File: config.mk
export PLATFORM = sky130hd
export DESIGN_NAME = cmp_timer16
export DESIGN_NICKNAME = d
export VERILOG_FILES = /design/src/rtl/ctimer_pkg.sv /design/src/rtl/ctimer_cmp_chan.sv /design/src/rtl/ctimer_counter.sv /design/src/rtl/ctimer_ovf_flag.sv /design/src/rtl/cmp_timer16.sv
export SDC_FILE = /design/constraint.sdc
export NUM_CORES = 1
export LEC_CHECK = 0
export ABC_AREA = 1
export ABC_CLOCK_PERIOD_IN_PS = 1900
export BUFFER_PORTS_ARGS = -buffer_cell sky130_fd_sc_hd__buf_2
export CORE_ASPECT_RATIO = 0.8
export CORE_MARGIN = 3
export CORE_UTILIZATION = 49
export CTS_CLUSTER_SIZE = 10
export DETAILED_ROUTE_END_ITERATION = 7
export PLACE_DENSITY = 0.81
export SETUP_SLACK_MARGIN = 0.1
export SYNTH_ARGS = -nofsm -noshare
export SYNTH_HDL_FRONTEND = slang
export SYNTH_SLANG_ARGS = --single-unit
File: constraint.sdc
create_clock -name clk -period 1.9 [get_ports clk]
set_clock_uncertainty 0.1 [all_clocks]
set_input_delay 0.095 -clock clk [delete_from_list [all_inputs] [get_ports clk]]
set_output_delay 0.095 -clock clk [all_outputs]
set_load 0.005 [all_outputs]
File: src/rtl/ctimer_pkg.sv
`timescale 1ns/1ps
package ctimer_pkg;
   localparam int unsigned BYTE_W = 8;
   localparam logic [3:0] SPECIAL_EVT_CODE = 4'b1011;
endpackage

File: src/rtl/ctimer_cmp_chan.sv
`timescale 1ns/1ps
module ctimer_cmp_chan #(
   parameter int unsigned CNT_W = 16,
   parameter int unsigned MODE_W = 4,
   parameter logic [MODE_W-1:0] EVT_CODE = '1
) (
   input  logic [CNT_W-1:0]  count_i,
   input  logic [CNT_W-1:0]  cmp_val_i,
   input  logic [MODE_W-1:0] mode_i,
   input  logic              tick_i,
   output logic              evt_o
);
   logic mode_hit;
   logic val_hit;

   always_comb begin
      mode_hit = (mode_i == EVT_CODE);
      val_hit  = (count_i == cmp_val_i);
      evt_o    = tick_i & mode_hit & val_hit;
   end
endmodule

File: src/rtl/ctimer_counter.sv
`timescale 1ns/1ps
module ctimer_counter
   import ctimer_pkg::*;
#(
   parameter int unsigned CNT_W = 16,
   localparam int unsigned NB = CNT_W / BYTE_W
) (
   input  logic             clk,
   input  logic             rst_n,
   input  logic             tick_i,
   input  logic             trig_i,
   input  logic [NB-1:0]    wr_be_i,
   input  logic [CNT_W-1:0] wr_data_i,
   output logic [CNT_W-1:0] count_o,
   output logic             wrap_o
);
   localparam logic [CNT_W-1:0] CNT_MAX = '1;

   logic [CNT_W-1:0] cnt_q;
   logic [CNT_W-1:0] wr_val;
   logic             any_wr;

   for (genvar b = 0; b < NB; b++) begin : g_byte
      assign wr_val[b*BYTE_W +: BYTE_W] = wr_be_i[b] ? wr_data_i[b*BYTE_W +: BYTE_W]
                                                     : cnt_q[b*BYTE_W +: BYTE_W];
   end

   assign any_wr = |wr_be_i;
   assign wrap_o = tick_i & ~any_wr & ~trig_i & (cnt_q == CNT_MAX);
   assign count_o = cnt_q;

   always_ff @(posedge clk or negedge rst_n) begin
      if (!rst_n) begin
         cnt_q <= '0;
      end else if (any_wr) begin
         cnt_q <= wr_val;
      end else if (trig_i) begin
         cnt_q <= '0;
      end else if (tick_i) begin
         cnt_q <= cnt_q + CNT_W'(1);
      end
   end

   assert_hold_R1: assert property (@(posedge clk) disable iff (!rst_n)
      (!tick_i && !any_wr) |=> $stable(cnt_q));
   assert_step_R1: assert property (@(posedge clk) disable iff (!rst_n)
      (tick_i && !trig_i && !any_wr && cnt_q != CNT_MAX) |=> (cnt_q == $past(cnt_q) + CNT_W'(1)));
   assert_wrap_R2: assert property (@(posedge clk) disable iff (!rst_n)
      (tick_i && !trig_i && !any_wr && cnt_q == CNT_MAX) |=> (cnt_q == '0));
   assert_trig_clear_R6: assert property (@(posedge clk) disable iff (!rst_n)
      (trig_i && !any_wr) |=> (cnt_q == '0));
   assert_write_wins_R8: assert property (@(posedge clk) disable iff (!rst_n)
      (trig_i && (&wr_be_i)) |=> (cnt_q == $past(wr_data_i)));
endmodule

File: src/rtl/ctimer_ovf_flag.sv
`timescale 1ns/1ps
module ctimer_ovf_flag (
   input  logic clk,
   input  logic rst_n,
   input  logic set_i,
   input  logic clr_i,
   output logic flag_o
);
   logic flag_q;

   always_ff @(posedge clk or negedge rst_n) begin
      if (!rst_n) begin
         flag_q <= 1'b0;
      end else if (set_i) begin
         flag_q <= 1'b1;
      end else if (clr_i) begin
         flag_q <= 1'b0;
      end
   end

   assign flag_o = flag_q;

   assert_sticky_R3: assert property (@(posedge clk) disable iff (!rst_n)
      (flag_q && !clr_i) |=> flag_q);
   assert_clear_R3: assert property (@(posedge clk) disable iff (!rst_n)
      (clr_i && !set_i) |=> !flag_q);
   assert_set_R2: assert property (@(posedge clk) disable iff (!rst_n)
      set_i |=> flag_q);
endmodule

File: src/rtl/cmp_timer16.sv
`timescale 1ns/1ps
module cmp_timer16
   import ctimer_pkg::*;
#(
   parameter int unsigned CNT_W   = 16,
   parameter int unsigned MODE_W  = 4,
   parameter int unsigned NUM_CH  = 2,
   parameter int unsigned ADC_CH  = 1,
   parameter logic [MODE_W-1:0] EVT_CODE = MODE_W'(SPECIAL_EVT_CODE),
   localparam int unsigned NB = CNT_W / BYTE_W
) (
   input  logic                     clk,
   input  logic                     rst_n,
   input  logic                     tick_i,
   input  logic [NB-1:0]            wr_be_i,
   input  logic [CNT_W-1:0]         wr_data_i,
   input  logic                     flag_clr_i,
   input  logic                     irq_en_i,
   input  logic [NUM_CH*CNT_W-1:0]  cmp_val_i,
   input  logic [NUM_CH*MODE_W-1:0] cmp_mode_i,
   input  logic                     adc_en_i,
   output logic [CNT_W-1:0]         count_o,
   output logic                     ovf_flag_o,
   output logic                     irq_o,
   output logic                     adc_start_o
);
   if (CNT_W % BYTE_W != 0 || CNT_W == 0) begin : g_bad_width
      $error("cmp_timer16: CNT_W must be a non-zero multiple of the byte width");
   end
   if (NUM_CH == 0 || ADC_CH >= NUM_CH) begin : g_bad_chan
      $error("cmp_timer16: ADC_CH must name an existing channel");
   end

   logic [CNT_W-1:0]  cnt;
   logic [NUM_CH-1:0] evt;
   logic              evt_any;
   logic              wrap;
   logic              adc_q;

   for (genvar c = 0; c < NUM_CH; c++) begin : g_chan
      ctimer_cmp_chan #(
         .CNT_W   (CNT_W),
         .MODE_W  (MODE_W),
         .EVT_CODE(EVT_CODE)
      ) u_chan (
         .count_i  (cnt),
         .cmp_val_i(cmp_val_i[c*CNT_W +: CNT_W]),
         .mode_i   (cmp_mode_i[c*MODE_W +: MODE_W]),
         .tick_i   (tick_i),
         .evt_o    (evt[c])
      );
   end

   assign evt_any = |evt;

   ctimer_counter #(.CNT_W(CNT_W)) u_cnt (
      .clk      (clk),
      .rst_n    (rst_n),
      .tick_i   (tick_i),
      .trig_i   (evt_any),
      .wr_be_i  (wr_be_i),
      .wr_data_i(wr_data_i),
      .count_o  (cnt),
      .wrap_o   (wrap)
   );

   ctimer_ovf_flag u_flag (
      .clk   (clk),
      .rst_n (rst_n),
      .set_i (wrap),
      .clr_i (flag_clr_i),
      .flag_o(ovf_flag_o)
   );

   always_ff @(posedge clk or negedge rst_n) begin
      if (!rst_n) begin
         adc_q <= 1'b0;
      end else begin
         adc_q <= evt[ADC_CH] & adc_en_i;
      end
   end

   assign count_o     = cnt;
   assign irq_o       = ovf_flag_o & irq_en_i;
   assign adc_start_o = adc_q;

   assert_no_flag_on_trig_R7: assert property (@(posedge clk) disable iff (!rst_n)
      (!ovf_flag_o && evt_any && !flag_clr_i) |=> !ovf_flag_o);
   assert_adc_gate_R9: assert property (@(posedge clk) disable iff (!rst_n)
      adc_start_o |-> ($past(adc_en_i) && $past(tick_i)));
   assert_adc_source_R9: assert property (@(posedge clk) disable iff (!rst_n)
      (!evt[ADC_CH]) |=> !adc_start_o);
endmodule

==> run_results.csv <==
group,metric,value,unit
worst_setup_path,path_cells,"inv_4, nand2_1, nand2_1, nand3_1, nor2_4, nand3_4, nand4_1, nand2_1, nand2_1, nand2_1",
place,portBuffers,82,
synth,synth-compound-area-share,2.89,%
synth,syn_avg_cell_area,5.61,sq um
synth,synth_xor_area_share,5.89,%
drt,num_vias,2753,
synth,synth_fa_ha_area_share,0.601,%
global_routing,grt_pass1_wl,10.5,mm
synth,ys_seq_area_share,21.6,%
worst_setup_path,path_max_fanout,8,
die,core,3930,sq um
sta,grt_setup_unrepaired,"yes",
layout,fin_util,73.7,%
worst_setup_path,worstSetupStartpointType,"flip-flop",
clock_network,cts.clk_slew.worst_paths,80,ps
clock_network,numCtsBuffers,3,
drt,wire_per_inst,13.7,um
power_and_ir_drop,p_per_area,538,nW/um^2
hold_path,hold_class,"in -> reg",
place,place.gp.congestion,0.924,
drt,wirelength,7.24,mm
layout,layout.cells.most_common,"nand2_1",
synth,synthCells,371,
sta,finalCritPeriodShare,92.2,%
die,die_w,78.9,um
layout,syn2layout_area_growth,39.2,%
die,die_h,64.3,um
clock_network,clk_path_buf_depth,2,
outcome,status,"finished, final reports clean",
drt,drt_pass1_iterations,4,
synth,synth_mux_area_share,0,%
layout,layout_common_cells,"nand2_1 (164), buf_2 (82), inv_1 (39), nor2_1 (28), nand4_1 (22)",
global_routing,grt_max_degree,19,
layout,final_nets,540,
synth,synthSimpleGateAreaFrac,56.4,%
layout,drive_gt1_share,34.6,%
sta,slew_headroom,68.2,%
synth,syn-num-nets,436,
clock_network,cts_tree,"done",
worst_setup_path,end_kind,"flip-flop",
sta,slew_violations,0,
worst_setup_path,arrival,1800,ps
power_and_ir_drop,leakagePower,1.64,nW
synth,synth_seq_cells,18,
global_routing,grt-ovfl-total,0,
synth,syn-cell-area,2080,sq um
drt,ant_nets,0,
sta,fmax,571,MHz
global_routing,grt.total_usage,25.7,%
synth,ys.warnings.count,0,
worst_setup_path,crit_path_frequent_cell,"nand2_1",
global_routing,grt_antenna_before_repair,0,
worst_setup_path,critPathMaxStageDelay,480,ps
drt,detail_route.vias_per_cell,5.20,
layout,antenna_cells,0,
synth,synth_top_family_by_area,"simple AND/OR/NAND/NOR gates",
layout,fill_cells,348,
worst_setup_path,cp.required,1950,ps
die,num_rows,20,
sta,worst_pin_slew,476,ps
clock_network,cts.sinks,18,
sta,timing_hold_violations_final,0,
die,start_util,53.0,%
run,cap_violations,0,
clock_network,cts_max_level,1,
sta,fin_setup_tns,0,ps
power_and_ir_drop,vdd_drop_max,0.000381,V
sta,setup_viol,0,
synth,synth_cell_types,30,
place,dpl.hpwl,5.21,mm
global_routing,grt_pass1_vias,2380,
die,die-area,5070,sq um
clock_network,clock_tree.root_cell,"clkbuf_8",
worst_setup_path,path_class,"reg -> reg",
worst_setup_path,crit_slowest_cell,"dfrtp_2",
die,ios,83,
clock_network,clock_latency,260,ps
drt,remaining_drc_errors,0,
sta,period_needed,1750,ps
drt,drtIter0Drc,199,
[registers in the layout (all words and copies together), names as in the netlist]
register,cells
u_cnt.count_o,16
u_flag.flag_o,1
adc_start_o,1
[what timing repair did]
item                                   CTS  global route
cloned                                   0             4
endpoints found under the hold margin   20             0
pin swaps                                0            20
resized for setup                        3            46
buffers inserted                         0            10
setup endpoints to repair               14            17
hold buffers                             3             0
[path summary, 6_finish.rpt]
kind / start / end / slack (ps) / cells past startpoint
max in group asynchronous: rst_n / u_cnt.count_o[13]$_DFFE_PN0P_ / 1140 / 2
setup reg to reg: u_cnt.count_o[4]$_DFFE_PN0P_ / u_cnt.count_o[12]$_DFFE_PN0P_ / 150 / 10
min in group asynchronous: rst_n / u_cnt.count_o[4]$_DFFE_PN0P_ / 210 / 2
hold reg to reg: u_flag.flag_o$_DFFE_PN0P_ / u_flag.flag_o$_DFFE_PN0P_ / 460 / 2
setup / recovery: u_cnt.count_o[4]$_DFFE_PN0P_ / u_cnt.count_o[12]$_DFFE_PN0P_ / 150 / 10
hold / removal: wr_data_i[7] / u_cnt.count_o[7]$_DFFE_PN0P_ / 20 / 5
[stage by stage]
step                setup WS [ps]  power (mW)  cells  hold WS, ps  instance area [sq um]
floorplan                     239       0.865    371         -301                   2080
global placement             94.2        1.10    508        -36.0                   2560
detailed placement           20.5        1.11    508        -41.4                   2560
CTS                          93.7        1.44    515         16.9                   2650
global route                 29.9        1.67    529         46.3                   2900
finish                        148        1.56    529         19.0                   2900
[synth_stat cells, drive strengths merged]
| master | count | share of area, % |
|---|---|---|
| or2 | 2 | 0.60 |
| nor3 | 7 | 1.9 |
| a21o | 1 | 0.36 |
| nand3 | 17 | 5.3 |
| buf | 7 | 2.8 |
| xnor2 | 5 | 2.1 |
| xor2 | 9 | 3.8 |
| ha | 1 | 0.60 |
| o21ai | 6 | 1.4 |
| clkbuf | 1 | 0.18 |
| a21oi | 3 | 1.1 |
| nand3b | 3 | 1.1 |
| nand4 | 22 | 6.6 |
| clkinv | 2 | 0.36 |
| nor4b | 1 | 0.42 |
| nand2 | 173 | 32 |
| nor4 | 1 | 0.30 |
| inv | 51 | 9.2 |
| nor2 | 41 | 8.6 |
| dfrtp | 18 | 22 |
[layout make-up]
type | instances | area [sq um] | share of cell area (%)
multi-input cells | 296 | 1520 | 52.3
inverters | 53 | 206 | 7.13
repair buffers | 103 | 583 | 20.1
clock buffers | 4 | 55.1 | 1.90
well taps | 55 | 68.8 | 2.38
flip-flops and latches | 18 | 468 | 16.2
[per-layer routing]
metal  global-route usage, %  part of all wire (%)  vias up
li1                        -                     -     1367
met1                    36.3                    42     1205
met2                    43.0                    44      168
met3                    2.39                    12       13
met4                    4.94                   1.4        0
met5                       0                     0        -
[report_power, final]
part	internal [mW]	switching, mW
sequential	0.434	0.0933
combinational	0.304	0.403
clock	0.184	0.140
[worst max-delay path, delay by kind of cell, from the launching register on]
| family | cells | cell delay [ps] |
|---|---|---|
| buffers and inverters | 1 | 90 |
| DFF | 1 | 480 |
| and+or+nand+nor | 9 | 950 |
[cell families (layout without fill, tap and decap cells)]
logic type / count (synthesis) / in the layout
AOI/OAI and AO/OA: 10 / 10
DFF: 18 / 18
adders and majority gates: 1 / 1
buffers and inverters: 61 / 160
xor gates and xnor gates: 14 / 14
and+or+nand+nor: 267 / 271
Power figures use the tool's default switching activity.
